### config.mk
export PLATFORM = sky130hd
export DESIGN_NAME = can_fault_monitor
export DESIGN_NICKNAME = d
export VERILOG_FILES = /design/src/rtl/can_fault_pkg.sv /design/src/rtl/fault_err_counter.sv /design/src/rtl/fault_w1c_bank.sv /design/src/rtl/can_fault_monitor.sv
export SDC_FILE = /design/constraint.sdc
export NUM_CORES = 1
export LEC_CHECK = 0
export BUFFER_PORTS_ARGS = -buffer_cell sky130_fd_sc_hd__buf_2
export CAP_MARGIN = 20
export CORE_MARGIN = 3
export CORE_UTILIZATION = 50
export CTS_CLUSTER_DIAMETER = 200
export DETAILED_ROUTE_END_ITERATION = 16
export GPL_ROUTABILITY_DRIVEN = 1
export GPL_TIMING_DRIVEN = 1
export PLACE_DENSITY = 0.81
export SYNTH_ARGS = -nofsm -noshare
export SYNTH_HDL_FRONTEND = slang
export SYNTH_HIERARCHICAL = 1
export SYNTH_SLANG_ARGS = --single-unit
export TNS_END_PERCENT = 1
### constraint.sdc
create_clock -name clk -period 5.4 [get_ports clk]
set_input_delay 1.08 -clock clk [delete_from_list [all_inputs] [get_ports clk]]
set_output_delay 1.08 -clock clk [all_outputs]
set_load 0.02 [all_outputs]
### src/rtl/can_fault_pkg.sv
package can_fault_pkg;
   typedef enum logic [1:0] {
      SEL_STATUS = 2'd0,
      SEL_FLAGS  = 2'd1,
      SEL_MASK   = 2'd2,
      SEL_CNTRST = 2'd3
   } wr_sel_e;

   localparam int ST_WARN    = 16;
   localparam int ST_PASS    = 17;
   localparam int ST_BOFF    = 18;
   localparam int ST_PERR_LO = 19;
   localparam int NUM_PERR   = 6;
   localparam int GF_LO      = 8;
   localparam int NUM_LVL    = 3;
   localparam int GM_LINE0   = 0;
endpackage

### src/rtl/fault_err_counter.sv
module fault_err_counter #(
   parameter int W              = 8,
   parameter int STEP           = 8,
   parameter bit BUS_OFF_ON_OVF = 1'b0
) (
   input  logic         clk,
   input  logic         rst_n,
   input  logic         clr,
   input  logic         freeze,
   input  logic         up,
   input  logic         dn,
   output logic [W-1:0] cnt_o,
   output logic         ovf_o
);
   localparam logic [W:0] STEP_V = (W+1)'(STEP);
   localparam logic [W:0] MAX_V  = {1'b0, {W{1'b1}}};

   if (STEP < 1 || STEP > (1 << W) - 1) begin : g_bad_step
      $error("fault_err_counter: STEP out of range");
   end

   logic [W-1:0] cnt_q;
   logic [W:0]   sum;
   logic         past_top;

   assign sum      = {1'b0, cnt_q} + STEP_V;
   assign past_top = (sum > MAX_V);

   always_ff @(posedge clk or negedge rst_n) begin
      if (!rst_n) begin
         cnt_q <= '0;
      end else if (clr) begin
         cnt_q <= '0;
      end else if (!freeze) begin
         if (up) begin
            cnt_q <= past_top ? MAX_V[W-1:0] : sum[W-1:0];
         end else if (dn && cnt_q != '0) begin
            cnt_q <= cnt_q - 1'b1;
         end
      end
   end

   if (BUS_OFF_ON_OVF) begin : g_ovf
      logic ovf_q;
      always_ff @(posedge clk or negedge rst_n) begin
         if (!rst_n)                     ovf_q <= 1'b0;
         else if (clr)                   ovf_q <= 1'b0;
         else if (!freeze && up && past_top) ovf_q <= 1'b1;
      end
      assign ovf_o = ovf_q;
   end else begin : g_no_ovf
      assign ovf_o = 1'b0;
   end

   assign cnt_o = cnt_q;
endmodule

### src/rtl/fault_w1c_bank.sv
module fault_w1c_bank #(
   parameter int N = 6
) (
   input  logic         clk,
   input  logic         rst_n,
   input  logic [N-1:0] set,
   input  logic [N-1:0] clr,
   output logic [N-1:0] q_o
);
   if (N < 1) begin : g_bad_n
      $error("fault_w1c_bank: N must be positive");
   end

   logic [N-1:0] q;

   always_ff @(posedge clk or negedge rst_n) begin
      if (!rst_n) q <= '0;
      else        q <= (q & ~clr) | set;
   end

   assign q_o = q;
endmodule

### src/rtl/can_fault_monitor.sv
module can_fault_monitor
   import can_fault_pkg::*;
#(
   parameter int          CW          = 8,
   parameter int          TX_STEP     = 8,
   parameter int          WARN_LVL    = 96,
   parameter int          PASS_LVL    = 128,
   parameter logic [31:0] MASK_RESET  = 32'h0000_0701
) (
   input  logic          clk,
   input  logic          rst_n,
   input  logic          tx_err,
   input  logic          tx_ok,
   input  logic          rx_err,
   input  logic          rx_ok,
   input  logic [5:0]    perr_stb,
   input  logic          wr_en,
   input  logic [1:0]    wr_sel,
   input  logic [31:0]   wr_data,
   output logic [CW-1:0] tec_o,
   output logic [CW-1:0] rec_o,
   output logic [31:0]   status_o,
   output logic [31:0]   gif_o,
   output logic [31:0]   gim_o,
   output logic          irq0
);
   localparam int CMAX = (1 << CW) - 1;

   if (!(WARN_LVL > 0 && WARN_LVL < PASS_LVL && PASS_LVL <= CMAX)) begin : g_bad_lvl
      $error("can_fault_monitor: thresholds must satisfy 0 < WARN < PASS <= max count");
   end

   wr_sel_e sel;
   assign sel = wr_sel_e'(wr_sel);

   logic wr_status, wr_flags, wr_mask, cnt_rst;
   assign wr_status = wr_en && (sel == SEL_STATUS);
   assign wr_flags  = wr_en && (sel == SEL_FLAGS);
   assign wr_mask   = wr_en && (sel == SEL_MASK);
   assign cnt_rst   = wr_en && (sel == SEL_CNTRST);

   logic [CW-1:0] tec, rec;
   logic          bus_off, rec_ovf_unused;

   fault_err_counter #(.W(CW), .STEP(TX_STEP), .BUS_OFF_ON_OVF(1'b1)) u_tec (
      .clk(clk), .rst_n(rst_n), .clr(cnt_rst), .freeze(bus_off),
      .up(tx_err), .dn(tx_ok), .cnt_o(tec), .ovf_o(bus_off));

   fault_err_counter #(.W(CW), .STEP(1), .BUS_OFF_ON_OVF(1'b0)) u_rec (
      .clk(clk), .rst_n(rst_n), .clr(cnt_rst), .freeze(bus_off),
      .up(rx_err), .dn(rx_ok), .cnt_o(rec), .ovf_o(rec_ovf_unused));

   logic [CW-1:0] worst;
   logic          lvl_warn, lvl_pass;
   assign worst    = (tec > rec) ? tec : rec;
   assign lvl_warn = (int'(worst) >= WARN_LVL);
   assign lvl_pass = (int'(worst) >= PASS_LVL);

   logic [NUM_LVL-1:0] lvl_now, lvl_q, lvl_rise;
   assign lvl_now  = {bus_off, lvl_pass, lvl_warn};
   assign lvl_rise = lvl_now & ~lvl_q;

   always_ff @(posedge clk or negedge rst_n) begin
      if (!rst_n) lvl_q <= '0;
      else        lvl_q <= lvl_now;
   end

   logic [NUM_PERR-1:0] perr_q;
   fault_w1c_bank #(.N(NUM_PERR)) u_perr (
      .clk(clk), .rst_n(rst_n), .set(perr_stb),
      .clr(wr_status ? wr_data[ST_PERR_LO +: NUM_PERR] : '0),
      .q_o(perr_q));

   logic [NUM_LVL-1:0] flag_q;
   fault_w1c_bank #(.N(NUM_LVL)) u_flag (
      .clk(clk), .rst_n(rst_n), .set(lvl_rise),
      .clr(wr_flags ? wr_data[GF_LO +: NUM_LVL] : '0),
      .q_o(flag_q));

   logic [31:0] gim_q;
   always_ff @(posedge clk or negedge rst_n) begin
      if (!rst_n)       gim_q <= MASK_RESET;
      else if (wr_mask) gim_q <= wr_data;
   end

   always_comb begin
      status_o = '0;
      status_o[ST_WARN] = lvl_warn;
      status_o[ST_PASS] = lvl_pass;
      status_o[ST_BOFF] = bus_off;
      status_o[ST_PERR_LO +: NUM_PERR] = perr_q;
      gif_o = '0;
      gif_o[GF_LO +: NUM_LVL] = flag_q;
   end

   assign gim_o = gim_q;
   assign irq0  = gim_q[GM_LINE0] & (|(flag_q & gim_q[GF_LO +: NUM_LVL]));
   assign tec_o = tec;
   assign rec_o = rec;
endmodule

; ---- Yosys cells after proc, flatten, opt, wreduce, memory -nomap -nowiden
; Index checks and enable logic that the tools add are counted.
[classes]
n_addsub = 4
n_lt_le_gt_ge = 5
eq_ne = 4
muxes = 15
bitwise = 10
reduce_logical = 18
[ops]
columns = cell, count
row1 = $mux W8, 11
row2 = $gt A9 B8 Y1 const B, 2
row3 = $reduce_bool A8 Y1, 2
row4 = $sub A8 B1 Y8 const B, 2
row5 = $add A8 B1 Y9 const B, 1
row6 = $add A8 B4 Y9 const B, 1
row7 = $and A3 B3 Y3, 3
row8 = $ge A8 B7 Y1 const B, 1
row9 = $ge A8 B8 Y1 const B, 1
row10 = $gt A8 B8 Y1, 1
row11 = $logic_and A1 B1 Y1, 8
row12 = $and A6 B6 Y6, 1
row13 = $mux W6, 1
row14 = $not A3 Y3, 2
row15 = $not A6 Y6, 1
row16 = $or A6 B6 Y6, 1
row17 = $reduce_bool A3 Y1, 2
row18 = $eq A2 B2 Y1 const B, 2
row19 = $reduce_and A2 Y1, 2
row20 = $mux W3, 1
row21 = $or A3 B3 Y3, 1
row22 = $reduce_or A3 Y1, 1
row23 = $eq A2 B1 Y1 const B, 1
row24 = $logic_not A2 Y1, 1
row25 = other kinds (5), 6
[word_totals]
ff_bits = 61
input_bits = 47
output_inout_bits = 113
word_cells = 63

; ---- Depth between registers and ports, before layout
; Gate-level depths: netlist of the first run.
[depth]
word_depth = 6
depth_mapped = 8

; ---- Cells and area by module
; Netlist of the first run, hierarchy kept.
[modules_own_cells]
columns = mod, instances, cells_per_inst, area_each_um2, seq_area_each_um2
row1 = can_fault_monitor, 1, 190, 2142.1, 880.8
row2 = fault_err_counter (u_tec), 1, 97, 870.8, 225.2
row3 = fault_err_counter (u_rec), 1, 101, 850.8, 200.2
row4 = fault_w1c_bank (u_perr), 1, 18, 217.7, 150.1
row5 = fault_w1c_bank (u_flag), 1, 9, 108.9, 75.1

; ---- Least setup slack after synthesis of the first run
; Ideal clock, no wire load.
[synth_timing]
path_type = flip-flop to output port
start = register u_rec.cnt_q[1], in the netlist u_rec/cnt_o[1]
end = output port status_o[16]
arrival_time_ps = 2080
path_slack_ps = 2240
path_stages_with_launch = 9
path_buffers = 1
cell_sequence = dfrtp_1 > inv_1 > ha_1 > nor2b_4 > o211ai_2 > a21oi_1 > o32a_1 > nor3b_1 > buf_4
[synth_via]
elab_chain_len = 3
[synth_lines]
columns = item, line
row1 = "start, declared", fault_err_counter.sv:22  ; logic [W-1:0] cnt_q;
row2 = "start signal, assigned", fault_err_counter.sv:36  ; cnt_q <= past_top ? MAX_V[W-1:0] : sum[W-1:0];
row3 = "start signal, assigned", fault_err_counter.sv:38  ; cnt_q <= cnt_q - 1'b1;
row4 = $gt A8 B8 Y1, can_fault_monitor.sv:55  ; assign worst = (tec > rec) ? tec : rec;
row5 = $mux W8 (*), can_fault_monitor.sv:55
row6 = $ge A8 B7 Y1 (*), can_fault_monitor.sv:56  ; assign lvl_warn = (int'(worst) >= WARN_LVL);
row7 = "end, declared", can_fault_monitor.sv:22  ; output logic [31:0] status_o,
; Every way passes the cells marked *; elsewhere a longest branch is shown, timed or not.

; ---- Worst setup path after layout of the first run
[layout_timing]
start = register u_rec.cnt_q[6], in the netlist u_rec/cnt_o[6]
end = output port status_o[16]
; The elaborated chain is that of the path after synthesis.

==> results of run 1 <==
[flip-flops by register name (all words and copies together) (netlist names)]
register and flops:
u_flag/q_o 3, lvl_q 3, u_tec/cnt_o 8, u_perr/q_o 6, u_tec/ovf_o 1, u_rec/cnt_o 8
gim_o 32
[routing by layer]
metal	vias up	wire length, um	global-route usage [%]
li1	1569	-	-
met1	1600	3680	23.1
met2	122	5020	35.7
met3	14	557	4.74
met4	0	157	6.50
met5	-	0	0
[per-stage QoR]
step	area [um2]	power (mW)	utilization [%]	hold WS, ns	setup slack, ns
2_1_floorplan	4370	1.85	-	0.516	2.24
3_3_place_gp	4500	2.06	56.8	0.455	2.16
3_5_place_dp	4500	2.11	56.8	0.463	2.08
4_1_cts	4690	2.49	59.1	0.482	1.73
5_1_grt	4690	2.68	59.1	0.514	1.50
6_report	4690	2.48	59.1	0.479	1.74
[power by group through the flow]
| stage | Clock [mW] | Sequential, mW | Combinational [mW] |
|---|---|---|---|
| finish | 0.375 | 0.832 | 1.27 |
| detailed placement | 0 | 0.840 | 1.27 |
| floorplan | 0 | 0.861 | 0.990 |
| global placement | 0 | 0.826 | 1.23 |
| CTS | 0.390 | 0.830 | 1.27 |
| global route | 0.412 | 0.865 | 1.40 |
[how the worst max path moves through the flow]
stage          depth (start not counted)  slack (ns)                       start           end
6_report                               8        1.74  u_rec/cnt_o[6]$_DFFE_PN0P_  status_o[16]
5_1_grt                                7        1.50  u_rec/cnt_o[3]$_DFFE_PN0P_  status_o[16]
4_1_cts                                8        1.73  u_rec/cnt_o[6]$_DFFE_PN0P_  status_o[16]
3_5_place_dp                           8        2.08  u_rec/cnt_o[6]$_DFFE_PN0P_  status_o[16]
3_3_place_gp                           7        2.16  u_rec/cnt_o[3]$_DFFE_PN0P_  status_o[16]
2_1_floorplan                          8        2.24  u_rec/cnt_o[1]$_DFFE_PN0P_  status_o[16]
[cell type report]
| type | instances | area share (%) |
|---|---|---|
| clock buffer | 10 | 2.94 |
| clock inverter | 6 | 1.01 |
| inverter | 33 | 2.64 |
| multi-input combinational | 296 | 46.3 |
| sequential | 61 | 32.7 |
| tap | 102 | 2.72 |
| timing repair buffer | 109 | 11.7 |
==> out/qor.csv, run 1 <==
metric,value,unit
Max-Cap Viols,0,
Max H-tree Level,3,
FP Rows,32,
drc violations,0,
HP Class,register to register,
layout cells sized above 1,34.0,%
family with the most delay on the worst path,flip-flops,
gpl congestion,0.884,
Die Area,9490,um2
Ys Warns,6,
CTS Buffer Depth,2,
I/O Buffers,107,
power per cell area,528,nW/um2
Post-Syn Area,4180,um2
overall global routing resource usage,19.8,%
Crit path required time,4.32,ns
DRT Wirelength,9.42,mm
Post-CTS Setup Repair Bufs,0,
via/cell ratio,5.36,
Mapped Cells,413,
RSZ-0062 raised after global routing,false,
sequential cell area,1530,um2
Crit. End Element,output pin,
Net Sw Frac,48.2,%
multi-input logic area,2170,um2
initial antenna violation count,0,
CP Class,register to output pin,
TritonCTS buffer count,9,
drt first-iter violations,187,
Die Y-Extent,97.4,um
share of power burned in registers,33.6,%
Hold Path Origin,u_perr/q_o[2]$_DFF_PN0_,
Antenna diodes,0,
"commonest cells after routing, fill and taps aside","107 x buf_2, 57 x dfrtp_1, 52 x conb_1, 33 x inv_1, 23 x mux2_2",
cts hold-fix bufs,0,
hold depth,1,
Core Region,7930,um2
Final min period,3.66,ns
setup TNS,0,ns
CP cell instances,inv_1 > ha_1 > a21oi_1 > o21ai_2 > and2_1 > o32a_1 > nor3b_1 > buf_2,
wire per inst,15.3,um
Setup-failing EPs final,0,
"most common cell after layout, fill and taps aside",buf_2,
routed vias,3305,
crit start category,register,
grt ovf,0,
die width,97.4,um
CTS tree,yes,
CP max FO,12,
largest net degree at the start of global routing,62,
Slew headroom,43.5,%
fin crit share,67.8,%
Critical Path Max Stage Delay,0.60,ns
root buffer cell,clkbuf_8,
Resized cells post-CTS,0,
Final Hold Fails,0,
Reg2Reg Depth,6,
clk_skew,0.00609,ns
synth-to-layout area growth,12.2,%
"slowest stage cell, crit path",dfrtp_1,
placed cells,601,
Worst-path clk slew,0.08,ns
# fillers,686,
Final ANT Viol Nets,0,
initial core utilization,52.7,%
first-pass GRT wire length,15.7,mm
status,completed,
clock share of power,15.2,%
Reg-to-Reg End,u_tec/cnt_o[2]$_DFFE_PN0P_,
number of global-route vias before repair,3206,
RR Startpoint,u_tec/cnt_o[3]$_DFFE_PN0P_,
Comb power frac,51.2,%
Post-DP HPWL,7.05,mm
R2R setup slack,3.08,ns
Hold Path Sink,u_perr/q_o[2]$_DFF_PN0_,
worst vdd ir,261,uV
layout net count,575,
CTS Sinks,61,
fmax,0.273,GHz
post-synthesis area per instance,10.1,um2
worst endpoint data arrival time,2.58,ns
first-pass iteration count of the detailed router,4,
Slew Limit Fails,0,
P_sw,1.19,mW
Leakage,2.23,nW
Non-Filler Instances,617,
P_int,1.28,mW
worst skew pair latency,0.33,ns
worst slew pin tran,0.847,ns
worst path buffer plus inverter count,2,
I/O pin total,160,
No activity file was read; power rests on OpenSTA's default activity.
==> run 2, diff against run 1 <==
Settings changed: ABC_AREA from default to 1, CORE_UTILIZATION 50 to 45, PLACE_DENSITY 0.81 to 0.77.
Clock period 5.4 ns to 3.3 ns, I/O delays scaled along.
==> out/qor.csv, run 2 <==
metric,value,unit
Worst-path clk slew,0.07,ns
Final ANT Viol Nets,0,
CTS Sinks,61,
Leakage,2.75,nW
worst slew pin tran,0.963,ns
Final min period,2.85,ns
placed cells,728,
worst vdd ir,470,uV
Slew headroom,35.8,%
Antenna diodes,0,
Ys Warns,6,
Setup-failing EPs final,0,
final instance area,4830,um2
hold depth,3,
CP Class,register to output pin,
Core Region,8930,um2
die width,103,um
crit start category,register,
Die Area,10600,um2
Mapped Cells,528,
"Core Util, Final",54.1,%
number of global-route vias before repair,3204,
"most common cell after layout, fill and taps aside",nand2_1,
HP Class,register to register,
fmax,0.351,GHz
DRT Wirelength,9.86,mm
CTS Buffer Depth,2,
grt ovf,0,
Hold Worst Slack,0.471,ns
first-pass GRT wire length,15.1,mm
wire per inst,13.3,um
Post-CTS Setup Repair Bufs,0,
Resized cells post-CTS,0,
Final Hold Fails,0,
layout cells sized above 1,29.2,%
overall global routing resource usage,17.9,%
FP Rows,34,
Non-Filler Instances,744,
layout net count,696,
post-synthesis area per instance,8.04,um2
I/O Buffers,107,
routed vias,3535,
cts hold-fix bufs,0,
setup TNS,0,ns
max reg flops,32,
gpl congestion,0.894,
initial core utilization,47.5,%
worst endpoint data arrival time,2.19,ns
clk_skew,0.00846,ns
initial antenna violation count,0,
TritonCTS buffer count,9,
Post-DP HPWL,7.42,mm
Post-Syn Area,4250,um2
synth-to-layout area growth,13.8,%
largest net degree at the start of global routing,44,
CTS tree,yes,
DP Area,4590,um2
Slew Limit Fails,0,
root buffer cell,clkbuf_8,
power per cell area,803,nW/um2
drt first-iter violations,154,
Die Y-Extent,103,um
CP max FO,12,
RSZ-0062 raised after global routing,false,
Crit. End Element,output pin,
worst skew pair latency,0.33,ns
Max H-tree Level,3,
I/O pin total,160,
fin crit share,86.2,%
via/cell ratio,4.75,
status,completed,
Max-Cap Viols,0,
Crit path required time,2.64,ns
"commonest cells after routing, fill and taps aside","128 x nand2_1, 107 x buf_2, 72 x inv_1, 57 x dfrtp_1, 52 x conb_1",
Reg2Reg Depth,14,
drc violations,0,
first-pass iteration count of the detailed router,4,
[run 2: critical path, stage by stage (launching register included)]
cell and delay [ns]:
dfrtp_1 0.57, inv_1 0.08, ha_1 0.30, nand2_1 0.05, inv_1 0.07, nand2_1 0.06
nand2_1 0.06, nand2_1 0.05, nand2_1 0.10, nand2_1 0.09, nand2_1 0.07, nand2_1 0.10
nand2_1 0.09, buf_2 0.16
[run 2: layout make-up]
| cell class | count | area (um2) |
|---|---|---|
| inverters | 80 | 303 |
| multi-input cells | 371 | 2080 |
| clock inverters | 4 | 95.1 |
| repair buffers | 108 | 543 |
| flip-flops and latches | 61 | 1530 |
| well taps | 108 | 135 |
| fillers | 842 | 4100 |
| clock buffers | 12 | 145 |
[run 2: final timing paths]
kind                       slack (ns)                          to                       start
setup / recovery                 0.45                status_o[16]  u_rec/cnt_o[3]$_DFFE_PN0P_
hold / removal                   0.47     u_flag/q_o[1]$_DFF_PN0_          lvl_q[1]$_DFF_PN0_
setup reg to reg                 1.39     u_flag/q_o[0]$_DFF_PN0_  u_rec/cnt_o[3]$_DFFE_PN0P_
hold reg to reg                  0.47     u_flag/q_o[1]$_DFF_PN0_          lvl_q[1]$_DFF_PN0_
max in group asynchronous        1.99  u_tec/cnt_o[4]$_DFFE_PN0P_                       rst_n
min in group asynchronous        0.48       gim_o[22]$_DFFE_PN0P_                       rst_n
[run 2: power breakdown]
part,internal [mW],total [mW],switching (mW)
Clock,0.522,0.814,0.292
Combinational,0.646,1.83,1.18
Sequential,0.945,1.24,0.296
[run 2: routing by layer]
| layer | wire [um] | track usage (%) |
|---|---|---|
| met1 | 4260 | 22.2 |
| met2 | 4610 | 30.2 |
| met3 | 916 | 5.95 |
| met4 | 77 | 4.48 |
| met5 | 0 | 0 |
[run 2: stage by stage]
stage	total power, mW	worst slack [ns]
floorplan	2.66	0.960
global placement	3.02	0.906
detailed placement	3.06	0.826
CTS	3.91	0.439
global route	4.22	0.217
finish	3.88	0.454
